--- src/rtl/stackPtrPkg.sv ---
package stackPtrPkg;
  typedef struct packed {
    logic access;   // exactly one command strobe
    logic update;   // apply the command step this edge
    logic down;     // toward lower addresses
    logic wide;     // two-byte access
    logic wrLo;
    logic wrHi;
  } spStrobes_t;
endpackage

--- src/rtl/spControl.sv ---
module spControl
  import stackPtrPkg::*;
(
  input  logic       cmdPush,
  input  logic       cmdPop,
  input  logic       cmdCall,
  input  logic       cmdRet,
  input  logic       ioWrLo,
  input  logic       ioWrHi,
  output spStrobes_t strb
);
  logic [3:0] cmdVec;
  logic       single;
  logic       swWrite;

  assign cmdVec  = {cmdRet, cmdCall, cmdPop, cmdPush};
  assign single  = (cmdVec != 4'b0) && ((cmdVec & (cmdVec - 4'd1)) == 4'b0);
  assign swWrite = ioWrLo | ioWrHi;

  always_comb begin
    strb        = '0;
    strb.access = single;
    strb.update = single & ~swWrite;
    strb.down   = cmdPush | cmdCall;
    strb.wide   = cmdCall | cmdRet;
    strb.wrLo   = ioWrLo;
    strb.wrHi   = ioWrHi;
  end
endmodule

--- src/rtl/spDatapath.sv ---
module spDatapath
  import stackPtrPkg::*;
#(
  parameter int          ADDR_W     = 16,
  parameter logic [15:0] TOP_ADDR   = 16'h08FF,
  parameter logic [15:0] FLOOR_ADDR = 16'h0100,
  parameter bit          HAS_HIGH   = 1'b1
) (
  input  logic              clk,
  input  logic              rstN,
  input  spStrobes_t        strb,
  input  logic [7:0]        wrData,
  output logic [ADDR_W-1:0] spVal,
  output logic [ADDR_W-1:0] addr0,
  output logic [ADDR_W-1:0] addr1,
  output logic              accValid,
  output logic              accWide,
  output logic              rangeErr
);
  localparam int              USED_W   = HAS_HIGH ? ADDR_W : 8;
  localparam logic [ADDR_W-1:0] SP_MASK = (ADDR_W)'((1 << USED_W) - 1);
  localparam logic [ADDR_W-1:0] RST_VAL = TOP_ADDR & SP_MASK;

  logic [ADDR_W-1:0] spQ, spNext, stepAmt, stepped, loaded;
  logic [7:0]        hiNext;
  logic              bad0, bad1;

  generate
    if (HAS_HIGH) begin : g_hiByte
      assign hiNext = strb.wrHi ? wrData : spQ[15:8];
    end else begin : g_noHiByte
      assign hiNext = 8'h00;
    end
  endgenerate

  assign loaded  = {hiNext, (strb.wrLo ? wrData : spQ[7:0])};
  assign stepAmt = strb.wide ? (ADDR_W)'(2) : (ADDR_W)'(1);
  assign stepped = (strb.down ? (spQ - stepAmt) : (spQ + stepAmt)) & SP_MASK;

  always_comb begin
    spNext = spQ;
    if (strb.wrLo || strb.wrHi) spNext = loaded & SP_MASK;
    else if (strb.update)       spNext = stepped;
  end

  always_ff @(posedge clk or negedge rstN) begin
    if (!rstN) spQ <= RST_VAL;
    else       spQ <= spNext;
  end

  // push/call write at SP then SP-1; pop/ret read at SP+1 then SP+2
  assign addr0 = (strb.down ? spQ : (spQ + (ADDR_W)'(1))) & SP_MASK;
  assign addr1 = (strb.down ? (spQ - (ADDR_W)'(1)) : (spQ + (ADDR_W)'(2))) & SP_MASK;

  assign bad0     = (addr0 <= FLOOR_ADDR) || (addr0 > TOP_ADDR);
  assign bad1     = (addr1 <= FLOOR_ADDR) || (addr1 > TOP_ADDR);
  assign accValid = strb.access;
  assign accWide  = strb.access & strb.wide;
  assign rangeErr = strb.access & (bad0 | (strb.wide & bad1));
  assign spVal    = spQ;
endmodule

--- src/rtl/stackPointerUnit.sv ---
module stackPointerUnit
  import stackPtrPkg::*;
#(
  parameter logic [15:0] TOP_ADDR   = 16'h08FF,
  parameter logic [15:0] FLOOR_ADDR = 16'h0100,
  parameter bit          HAS_HIGH   = 1'b1
) (
  input  logic        clk,
  input  logic        rstN,
  input  logic        cmdPush,
  input  logic        cmdPop,
  input  logic        cmdCall,
  input  logic        cmdRet,
  input  logic        ioWrLo,
  input  logic        ioWrHi,
  input  logic [7:0]  ioWrData,
  output logic [7:0]  ioRdLo,
  output logic [7:0]  ioRdHi,
  output logic        accValid,
  output logic        accWide,
  output logic [15:0] accAddr0,
  output logic [15:0] accAddr1,
  output logic        rangeErr
);
  spStrobes_t  strb;
  logic [15:0] spVal;

  spControl ctrl_i (
    .cmdPush(cmdPush), .cmdPop(cmdPop), .cmdCall(cmdCall), .cmdRet(cmdRet),
    .ioWrLo(ioWrLo), .ioWrHi(ioWrHi), .strb(strb)
  );

  spDatapath #(
    .ADDR_W(16), .TOP_ADDR(TOP_ADDR), .FLOOR_ADDR(FLOOR_ADDR), .HAS_HIGH(HAS_HIGH)
  ) dp_i (
    .clk(clk), .rstN(rstN), .strb(strb), .wrData(ioWrData), .spVal(spVal),
    .addr0(accAddr0), .addr1(accAddr1), .accValid(accValid), .accWide(accWide),
    .rangeErr(rangeErr)
  );

  assign ioRdLo = spVal[7:0];
  assign ioRdHi = spVal[15:8];
endmodule

--- config.mk ---
export PLATFORM = sky130hd
export DESIGN_NAME = stackPointerUnit
export DESIGN_NICKNAME = d
export VERILOG_FILES = /design/src/rtl/stackPtrPkg.sv /design/src/rtl/spControl.sv /design/src/rtl/spDatapath.sv /design/src/rtl/stackPointerUnit.sv
export SDC_FILE = /design/constraint.sdc
export NUM_CORES = 1
export LEC_CHECK = 0
export ABC_CLOCK_PERIOD_IN_PS = 4700
export BUFFER_PORTS_ARGS = -buffer_cell sky130_fd_sc_hd__buf_2
export CORE_MARGIN = 4
export CORE_UTILIZATION = 55
export CTS_CLUSTER_DIAMETER = 120
export DETAILED_ROUTE_END_ITERATION = 6
export PLACE_DENSITY_LB_ADDON = 0.2
export SLEW_MARGIN = 40
export SYNTH_ARGS = -nofsm -noshare
export SYNTH_HDL_FRONTEND = slang
export SYNTH_HIERARCHICAL = 1
export SYNTH_SLANG_ARGS = --single-unit
export TNS_END_PERCENT = 30
--- constraint.sdc ---
create_clock -name clk -period 4.7 [get_ports clk]
set_input_delay 0.94 -clock clk [delete_from_list [all_inputs] [get_ports clk]]
set_output_delay 0.94 -clock clk [all_outputs]
set_load 0.005 [all_outputs]
=== After elaboration in Yosys (flattened, before gate mapping) ===
Index checks and enable logic that the tools add are counted.

* Bits in registers: 16
* Input port bits: 16
* Output and inout bits: 51
* Word-level logic and storage cells: 41

* Add/sub/neg operators: 6
* Order comparisons: 4
* Equal/unequal tests: 2
* Muxes and demuxes: 8
* Bitwise gates (word level): 10
* Reductions and logical operators: 9

{| class="wikitable"
|+ Operator list
! kind !! number
|-
| $mux W16 || 5
|-
| $gt A16 B12 Y1 const B || 2
|-
| $le A16 B9 Y1 const B || 2
|-
| $add A16 B1 Y16 const B || 1
|-
| $add A16 B16 Y16 || 1
|-
| $add A16 B2 Y16 const B || 1
|-
| $mux W8 || 2
|-
| $sub A16 B1 Y16 const B || 1
|-
| $sub A16 B16 Y16 || 1
|-
| $and A1 B1 Y1 || 4
|-
| $and A4 B4 Y4 || 1
|-
| $logic_not A4 Y1 || 1
|-
| $ne A2 B2 Y1 const B || 2
|-
| $or A1 B1 Y1 || 4
|-
| $reduce_and A2 Y1 || 2
|-
| $reduce_bool A4 Y1 || 1
|-
| $sub A4 B1 Y4 const B || 1
|-
| $logic_or A1 B1 Y1 || 3
|-
| $mux W2 || 1
|-
| $reduce_bool A2 Y1 || 1
|-
| $logic_and A1 B1 Y1 || 1
|-
| $not A1 Y1 || 1
|}

=== Longest topological paths before layout ===
Gate-level depths: netlist of the first run.

* Depth after elaboration: 7
* Mapped depth: 13
* Gate-level depth less buffers: 13

=== Cells and area by module ===
Netlist of the first run, hierarchy kept.

{| class="wikitable"
|+ Modules (own cells, without submodules)
! module !! instances !! cells an instance !! area each (µm²) !! seq. area each (µm²)
|-
| spDatapath || 1 || 331 || 2532.4 || 411.6
|-
| spControl || 1 || 11 || 83.8 || 0.0
|}

=== Worst setup path before layout of the first run ===
No wires, ideal clock.

* Path kind: input to output
* From: in cmdCall
* To: out rangeErr
* Data arrival time: 3.212 ns
* Data required time: 3.760 ns
* Path slack: 0.548 ns
* Stages: 9
* Path buffers: 1
* Cell sequence: or2_2 > buf_2 > nand4b_1 > nor3_1 > nand3_1 > xnor2_1 > or4b_4 > o31ai_2 > a31oi_1

* Elaborated cells between the ends (all ways): 18
* Those cells by class: 1 x add/sub; 4 x order compare; 2 x mux; 6 x bitwise; 5 x reduce/logical

{| class="wikitable"
|+ RTL lines
! item !! RTL line !! text
|-
| start, declared || stackPointerUnit.sv:12 || <nowiki>input logic cmdCall,</nowiki>
|-
| $or A1 B1 Y1 (*) || spControl.sv:24 || <nowiki>strb.down = cmdPush | cmdCall;</nowiki>
|-
| $mux W16 (*) || spDatapath.sv:52 || <nowiki>assign addr0 = (strb.down ? spQ : (spQ + (ADDR_W)'(1))) & SP_MASK;</nowiki>
|-
| via accAddr0[13] || stackPointerUnit.sv:21 || <nowiki>output logic [15:0] accAddr0,</nowiki>
|-
| $le A16 B9 Y1 / $gt A16 B12 Y1 (equally long branches) || spDatapath.sv:55 || <nowiki>assign bad0 = (addr0 <= FLOOR_ADDR) || (addr0 > TOP_ADDR);</nowiki>
|-
| $logic_or A1 B1 Y1 (*) || spDatapath.sv:55 ||
|-
| $or A1 B1 Y1 (*) || spDatapath.sv:59 || <nowiki>assign rangeErr = strb.access & (bad0 | (strb.wide & bad1));</nowiki>
|-
| $and A1 B1 Y1 (*) || spDatapath.sv:59 ||
|-
| end, declared || stackPointerUnit.sv:23 || <nowiki>output logic rangeErr</nowiki>
|}

The timed path passes the listed nets; every way through them passes the cells marked *.

==> impl_metrics.ini, run 1 <==
[global_route]
overflow = 0
first_global_vias = 2620
met2_usage_pct = 44.6
grt_pass1_wl_um = 12700
grt_max_degree = 26
grtUsageMet1_pct = 33.4
met3_usage_pct = 2.69
grt-busiest-layer = met2
grtUsageTotal_pct = 26.1
antenna_found_initial = 0

[power]
power.share.combinational_pct = 58.3
power_mw = 0.868
leakage_nw = 1.30
clock_power_share_pct = 12.3
power_frac_seq_pct = 29.4
p_switching_mw = 0.404
ir_drop_uv = 169
p_int_mw = 0.464
switching_share_pct = 46.5
power.density_nw_per_um2 = 294

[final_layout]
multi_input_area_um2 = 2000
nets = 428
drive_gt1_share_pct = 24.1
diodes = 0
syn_to_final_growth_pct = 12.7
largest_register_ffs = 16
layout.area.seq_um2 = 412
final_cells = 442
fill_cells = 390

[worst_setup_path]
arrival_ps = 3390
r2r_end = dp_i/spVal[15]
critPathKind = in -> out
cp-start-kind = input pin
crit_fanout = 11
rrSetupSlack_ps = 1920
worstPathRequired_ps = 3760
startpoint = cmdCall
worst_setup_path_end_kind = output pin
reg2reg_from = dp_i/spVal[8]
endpoint = rangeErr
ff2ff_path_depth = 9

[timing]
fmax_ghz = 0.231
slew_headroom_pct = 50.0
drv_slew = 0
rsz0062_at_grt = false
finalHoldViolations = 0
setup_tns_ps = 0
finalSetupViolCount = 0
worst_pin_slew_ps = 747
fin_skew_ps = 6.04
period_needed_ps = 4330
period_share_pct = 92.2

[logic_synthesis]
synth_cell_types = 64
syn-num-nets = 379
synth_edf_count = 0
synthArstFlopShare_pct = 100
ys_seq_area_share_pct = 15.7
ys_ff_latch = 16
dominantRegCellSynth = dfstp_2
synth.most_common_cell = nand2_1
avgSynthCellArea_um2 = 7.65
syn-cell-area_um2 = 2620
syn_inst = 342
synth_top_cells_by_area = xnor2_1 9.7%, ha_1 9.6%, dfstp_2 9.0%, dfrtp_1 6.7%, nand2_1 4.4%
synth_top_area_share_pct = 9.71
ys_warn_count = 6
synth_top_area_cell = xnor2_1
netlist_top_cells_count = 31 x nand2_1, 29 x xnor2_1, 26 x nor2_1

[die]
core_um2 = 4470
fp.dieW_um = 77.0
initial_utilization_pct = 58.5
dieArea_um2 = 5920
num_rows = 24
ioPinCount = 67
die_y_um = 77.0

[clock_network]
postCtsHoldBufs = 0
clock-sinks = 16
cts_resized = 0
numCtsBuffers = 3
clock-root-buffer = clkbuf_8
cts_setup_buffers = 0
cts_tree = done
clock_latency_ps = 250
clockBufferDepth = 2
cts_htree_levels = 1
path_clk_slew_ps = 70

[detailed_routing]
first_iter_violations = 339
drc = 0
num_vias = 2772
via_per_inst = 6.27
routed_wl_um = 7800
wl_per_cell_um = 17.7
drtPass1Iterations = 7
drtAntennaViolNets = 0

[placed_design]
routabilityCongestion = 0.940
dp_cells = 438
dpl.hpwl_um = 6020
port_buffers = 66

[job]
drv_cap = 0

[worst_hold_path]
holdCritPathClass = in -> async

[run_status]
status = finished, final reports clean
-- metrics by stage --
| step | worst slack, ps | util, % | hold slack, ps | area, µm² |
|---|---|---|---|---|
| 2_1_floorplan | 548 | - | 566 | 2620 |
| 6_report | 368 | 65.9 | 599 | 2950 |
| 3_3_place_gp | 454 | 64.8 | 588 | 2900 |
| 5_1_grt | 311 | 65.9 | 620 | 2950 |
| 3_5_place_dp | 418 | 64.9 | 600 | 2900 |
| 4_1_cts | 409 | 65.9 | 609 | 2950 |
-- logic make-up after synthesis --
group / after synthesis / share of synthesized area [%]
AND/OR/NAND/NOR: 122 / 26.0
adder cells (fa/ha/maj): 21 / 10.3
multiplexers: 6 / 2.44
buffers and inverters: 45 / 7.89
XOR/XNOR: 42 / 14.1
AO/OA/AOI/OAI: 90 / 23.5
flip-flops: 16 / 15.7
-- how the worst min path moves through the flow --
stage | startpoint | to | slack [ps] | cells after the start
after global placement | dp_i/spVal[2] | dp_i/spVal[2] | 590 | 2
after CTS | rstN | dp_i/spVal[14] | 610 | 1
after floorplan | dp_i/spVal[0] | dp_i/spVal[0] | 570 | 2
after detailed placement | dp_i/spVal[3] | dp_i/spVal[3] | 600 | 2
final | rstN | dp_i/spVal[14] | 600 | 1
after global routing | rstN | dp_i/spVal[14] | 620 | 1
-- final cells by class --
cell class	count	share of cell area, %
tap	52	2.21
inverter	21	2.67
multi-input combinational	281	67.9
clock buffer	4	1.53
timing repair buffer	68	11.7
sequential	16	14.0
-- per-layer routing --
metal	routed length (µm)	vias up
met5	0	-
li1	-	1340
met1	3250	1281
met3	513	20
met4	252	0
met2	3780	131
-- worst max-delay path, stage by stage --
cell and delay, ps:
buf_2 110, or2_2 380, nand4b_1 340, nor3_1 330
nand3_1 140, xnor2_1 170, or4b_4 560, o31ai_2 220
a31oi_1 60, buf_2 140
-- placed cells by master, fill, tap and decap left out, drive strengths merged, types with 4 or more instances in the layout --
cell type	instances
a21o	5
a21oi	21
a31oi	10
and3	4
buf	68
clkbuf	4
dfrtp	7
dfstp	9
ha	20
inv	21
nand2	31
nand3	10
nand4b	4
nor2	26
nor2b	4
nor3	8
nor4	9
o21a	6
o21ai	17
or2	4
xnor2	29
xor2	13
-- power groups by stage --
stage / registers (mW) / clock network, mW / logic, mW
2_1_floorplan: 0.201 / 0 / 0.392
3_3_place_gp: 0.253 / 0 / 0.493
3_5_place_dp: 0.254 / 0 / 0.501
4_1_cts: 0.252 / 0.109 / 0.504
5_1_grt: 0.262 / 0.120 / 0.560
6_report: 0.255 / 0.107 / 0.506
Power figures use the tool's default switching activity.
==> run 2, diff against run 1 <==
--- a/config.mk
+++ b/config.mk
@@ -7,8 +7,11 @@
 export LEC_CHECK = 0
 export ABC_CLOCK_PERIOD_IN_PS = 4700
 export BUFFER_PORTS_ARGS = -buffer_cell sky130_fd_sc_hd__buf_2
+export CELL_PAD_IN_SITES_DETAIL_PLACEMENT = 0
+export CELL_PAD_IN_SITES_GLOBAL_PLACEMENT = 2
 export CORE_MARGIN = 4
-export CORE_UTILIZATION = 55
+export CORE_UTILIZATION = 30
+export CTS_BUF_LIST = sky130_fd_sc_hd__clkbuf_16
 export CTS_CLUSTER_DIAMETER = 120
 export DETAILED_ROUTE_END_ITERATION = 6
 export PLACE_DENSITY_LB_ADDON = 0.2
==> run 2 against run 1 <==
  * Sequential share of layout area fell by 0.51 points
  * Global-route usage fell by 9.1 points
  * Via count fell by 2.8%
  * Count of clock-buffer cells in the layout fell by 1
  * Final cell count rose by 12%
  * Worst hold slack improved by 5.5 ps
  * Routed wire length rose by 12%
  * Largest power group unchanged
==> impl_metrics.ini, run 2 (same netlist as run 1, synthesis figures left out) <==
[clock_network]
postCtsHoldBufs = 0
cts_tree = done
cts_htree_levels = 1
clockBufferDepth = 2
numCtsBuffers = 3
cts_setup_buffers = 0
clock_latency_ps = 250
cts_resized = 0
clock-sinks = 16
path_clk_slew_ps = 50
clock-root-buffer = clkbuf_16

[detailed_routing]
wl_per_cell_um = 17.6
drc = 0
first_iter_violations = 109
routed_wl_um = 8770
num_vias = 2694
drtAntennaViolNets = 0
via_per_inst = 5.42
drtPass1Iterations = 4

[worst_setup_path]
cp-start-kind = input pin
arrival_ps = 3310
cp_top_family = simple AND/OR/NAND/NOR gates
worstPathRequired_ps = 3760
crit_path_max_incr_delay_ps = 560
worst_setup_path_end_kind = output pin
cp.buffers_inverters = 2
critPathKind = in -> out
cpMaxStageDelayCell = or4b_4
crit_fanout = 6
cp_cell_sequence = buf_2, or2_2, nand4b_1, nor3_1, nand3_1, xnor2_1, or4b_4, o31ai_2, a31oi_1, buf_2
cp_common_cell = buf_2

[timing]
slew_headroom_pct = 44.7
period_needed_ps = 4250
drv_slew = 0
rsz0062_at_grt = false
worst_pin_slew_ps = 826
setup_tns_ps = 0
fin_skew_ps = 2.66
finalSetupViolCount = 0
fmax_ghz = 0.235
finalHoldViolations = 0
period_share_pct = 90.5

[worst_hold_path]
holdCritPathClass = in -> async

[placed_design]
port_buffers = 66
dpl.hpwl_um = 7130
routabilityCongestion = 0.845

[global_route]
overflow = 0
grt_pass1_wl_um = 14100
antenna_found_initial = 0
grtUsageTotal_pct = 17.0
first_global_vias = 2674
grt_max_degree = 18

[final_layout]
largest_register_ffs = 16
drive_gt1_share_pct = 24.2
final_cell_mix = 66 x buf_2, 31 x nand2_1, 29 x xnor2_1
final_common_cell = buf_2
nets = 430
post-route-util_pct = 36.7
syn_to_final_growth_pct = 16.9
diodes = 0
fill_cells = 941

[run_status]
status = finished, final reports clean

[die]
num_rows = 33
dieArea_um2 = 10300
initial_utilization_pct = 31.4
fp.dieW_um = 101
die_y_um = 101
ioPinCount = 67
core_um2 = 8340

[power]
clock_power_share_pct = 17.9
p_switching_mw = 0.417
power_frac_seq_pct = 27.5
switching_share_pct = 44.6
power.share.combinational_pct = 54.6
power.density_nw_per_um2 = 306
leakage_nw = 1.33
ir_drop_uv = 108
p_int_mw = 0.518

[job]
drv_cap = 0
## run 2: cell count changes in the layout (fill, tap and decap cells not counted)
cell       delta
clkbuf_8      -3
buf_4         +2
a21oi_1       +1
clkbuf_16     +3
a21oi_2       -1
clkbuf_1      -1
inv_1         +1
## run 2: power groups by stage
| stage | combinational (mW) | sequential, mW | clock (mW) |
|---|---|---|---|
| final | 0.511 | 0.257 | 0.168 |
| after global routing | 0.575 | 0.267 | 0.178 |
| after CTS | 0.517 | 0.257 | 0.170 |
| after detailed placement | 0.514 | 0.259 | 0 |
| after global placement | 0.515 | 0.261 | 0 |
| after floorplan | 0.392 | 0.201 | 0 |
## run 2: worst reg2reg max path, cell delays in order, from the launching register on
cell and delay [ps]:
dfrtp_1 650, ha_1 370, a211oi_1 310, nor2_1 130, o311ai_0 390, a31oi_1 200, xnor2_1 190, o21ai_0 90
a221o_1 330
## run 2: area by class of cell
type | instances | area, µm² | area share, %
tap | 105 | 131 | 4.29
clock buffer | 3 | 75.1 | 2.45
clock inverter | 1 | 3.75 | 0.123
multi-input combinational | 281 | 2000 | 65.3
timing repair buffer | 70 | 360 | 11.8
sequential | 16 | 412 | 13.5
inverter | 21 | 78.8 | 2.58
## run 2: worst paths after layout
kind                                from  slack [ps]  cells after the start              to
setup / recovery                 cmdCall         450                     10        rangeErr
hold / removal                      rstN         600                      1  dp_i/spVal[13]
setup reg to reg           dp_i/spVal[8]        1920                      8  dp_i/spVal[15]
hold reg to reg            dp_i/spVal[2]         610                      2   dp_i/spVal[2]
max in group asynchronous           rstN        3780                      1   dp_i/spVal[4]
min in group clk           dp_i/spVal[2]         610                      2   dp_i/spVal[2]
## run 2: per-stage QoR
step	power [mW]	cell area [µm²]	setup slack, ps	std cells	hold slack [ps]
after floorplan	0.594	2620	548	342	566
after global placement	0.776	2980	461	493	600
after detailed placement	0.773	2980	428	493	602
after CTS	0.943	3060	413	497	608
after global routing	1.02	3060	239	497	635
final	0.935	3060	446	497	604
## run 2: metal layers
| layer | share of wire [%] | track usage, % |
|---|---|---|
| met1 | 47 | 23.1 |
| met2 | 49 | 29.7 |
| met3 | 3.4 | 0.826 |
| met4 | 0.95 | 3.78 |
| met5 | 0 | 0 |
==> run 3, diff against run 2 <==
--- a/config.mk
+++ b/config.mk
@@ -7,14 +7,14 @@
 export LEC_CHECK = 0
 export ABC_CLOCK_PERIOD_IN_PS = 4700
 export BUFFER_PORTS_ARGS = -buffer_cell sky130_fd_sc_hd__buf_2
-export CELL_PAD_IN_SITES_DETAIL_PLACEMENT = 0
+export CELL_PAD_IN_SITES_DETAIL_PLACEMENT = 1
 export CELL_PAD_IN_SITES_GLOBAL_PLACEMENT = 2
 export CORE_MARGIN = 4
 export CORE_UTILIZATION = 30
 export CTS_BUF_LIST = sky130_fd_sc_hd__clkbuf_16
 export CTS_CLUSTER_DIAMETER = 120
 export DETAILED_ROUTE_END_ITERATION = 6
-export PLACE_DENSITY_LB_ADDON = 0.2
+export PLACE_DENSITY = 0.85
 export SLEW_MARGIN = 40
 export SYNTH_ARGS = -nofsm -noshare
 export SYNTH_HDL_FRONTEND = slang
==> run 3 against run 2 <==
  * Combinational power rose by 1%
  * Fmax decreased by 0.52%
  * Sequential share of layout area did not move
  * Sequential power rose by 3%
  * Via count rose by 2.9%
  * First-iteration DRC count fell by 32%
  * Flip-flop and latch count stayed put
  * Setup slack worse by 22 ps
  * Routed wire length grew 5.6%
  * Worst hold slack worse by 4.2 ps
  * Largest cell class unchanged
==> impl_metrics.ini, run 3 (same netlist as run 1, synthesis figures left out) <==
[run_status]
status = finished, final reports clean

[die]
dieArea_um2 = 10300
fp.dieW_um = 101
num_rows = 33
core_um2 = 8340
initial_utilization_pct = 31.4
ioPinCount = 67
die_y_um = 101

[worst_setup_path]
cp.buffers_inverters = 3
startpoint = cmdPush
rrSetupSlack_ps = 1940
worstPathRequired_ps = 3760
arrival_ps = 3340
reg2reg_from = dp_i/spVal[4]
crit_fanout = 22
cpMaxStageDelayCell = or4b_4
cp_common_cell = buf_2
cp_top_family = compound AO/OA/AOI/OAI gates
cp-start-kind = input pin
crit_path_max_incr_delay_ps = 500
cp_cell_sequence = buf_2, or2_2, buf_4, and4b_4, a2111oi_4, o22a_1, a21oi_1, or4b_4, o31ai_2, a31oi_1, buf_2
ff2ff_path_depth = 8
critPathKind = in -> out
r2r_end = dp_i/spVal[15]
worst_setup_path_end_kind = output pin

[power]
power_mw = 0.951
leakage_nw = 1.33
ir_drop_uv = 127
switching_share_pct = 45.4
p_int_mw = 0.519
clock_power_share_pct = 17.9
power.share.combinational_pct = 54.4
power.density_nw_per_um2 = 311
power_frac_seq_pct = 27.8
p_switching_mw = 0.432

[detailed_routing]
via_per_inst = 5.58
drc = 0
routed_wl_um = 9270
num_vias = 2771
drtAntennaViolNets = 0
first_iter_violations = 74
drtPass1Iterations = 4
wl_per_cell_um = 18.6

[clock_network]
clock-sinks = 16
cts_setup_buffers = 0
cts_tree = done
path_clk_slew_ps = 50
cts_resized = 0
clockBufferDepth = 2
cts_htree_levels = 1
clock-root-buffer = clkbuf_16
clock_latency_ps = 250
numCtsBuffers = 3
postCtsHoldBufs = 0

[timing]
finalHoldViolations = 0
fin_skew_ps = 3.01
rsz0062_at_grt = false
period_needed_ps = 4280
slew_headroom_pct = 48.4
setup_tns_ps = 0
period_share_pct = 91.0
holdWs_ps = 600
drv_slew = 0
timing.final.ws_setup_ps = 424
finalSetupViolCount = 0
fmax_ghz = 0.234
worst_pin_slew_ps = 772

[final_layout]
diodes = 0
syn_to_final_growth_pct = 16.9
final_area_um2 = 3060
final_common_cell = buf_2
final_cells = 497
final_cell_mix = 66 x buf_2, 31 x nand2_1, 29 x xnor2_1
fill_cells = 1068
post-route-util_pct = 36.7
nets = 430
drive_gt1_share_pct = 24.2
largest_register_ffs = 16

[global_route]
grt_max_degree = 23
antenna_found_initial = 0
overflow = 0
grtUsageTotal_pct = 18.1
first_global_vias = 2847
grt_pass1_wl_um = 14900

[job]
drv_cap = 0

[placed_design]
placed_area_um2 = 2980
post-place-ws_ps = 399
port_buffers = 66
dpl.hpwl_um = 7540
dp_cells = 493
routabilityCongestion = 0.842

[worst_hold_path]
holdCritPathClass = in -> async
-- run 3: cell counts in the layout (fill, tap and decap cells not counted) --
No cell type changed its count.
-- run 3: power by group through the flow --
stage	combinational (mW)	sequential [mW]	clock, mW
2_1_floorplan	0.392	0.201	0
3_3_place_gp	0.508	0.263	0
3_5_place_dp	0.519	0.265	0
4_1_cts	0.523	0.263	0.174
5_1_grt	0.575	0.271	0.178
6_report	0.517	0.264	0.170
-- run 3: how the worst max path moves through the flow --
stage / endpoint / slack [ps] / cells past startpoint
2_1_floorplan: rangeErr / 550 / 9
3_3_place_gp: rangeErr / 450 / 10
3_5_place_dp: rangeErr / 400 / 10
4_1_cts: rangeErr / 380 / 10
5_1_grt: rangeErr / 250 / 10
6_report: rangeErr / 420 / 11
-- run 3: area by class of cell --
class | count | area (µm²) | area share, %
flip-flops and latches | 16 | 412 | 13.5
repair buffers | 70 | 360 | 11.8
inverters | 21 | 78.8 | 2.58
well taps | 105 | 131 | 4.29
clock inverters | 1 | 3.75 | 0.123
multi-input cells | 281 | 2000 | 65.3
clock buffers | 3 | 75.1 | 2.45
-- run 3: metal layers --
metal / wire, µm / share of wire [%] / vias up / track usage (%)
li1: - / - / 1350 / -
met1: 4190 / 45 / 1343 / 23.2
met2: 4570 / 49 / 69 / 32.9
met3: 361 / 3.9 / 9 / 0.895
met4: 146 / 1.6 / 0 / 4.81
met5: 0 / 0 / - / 0
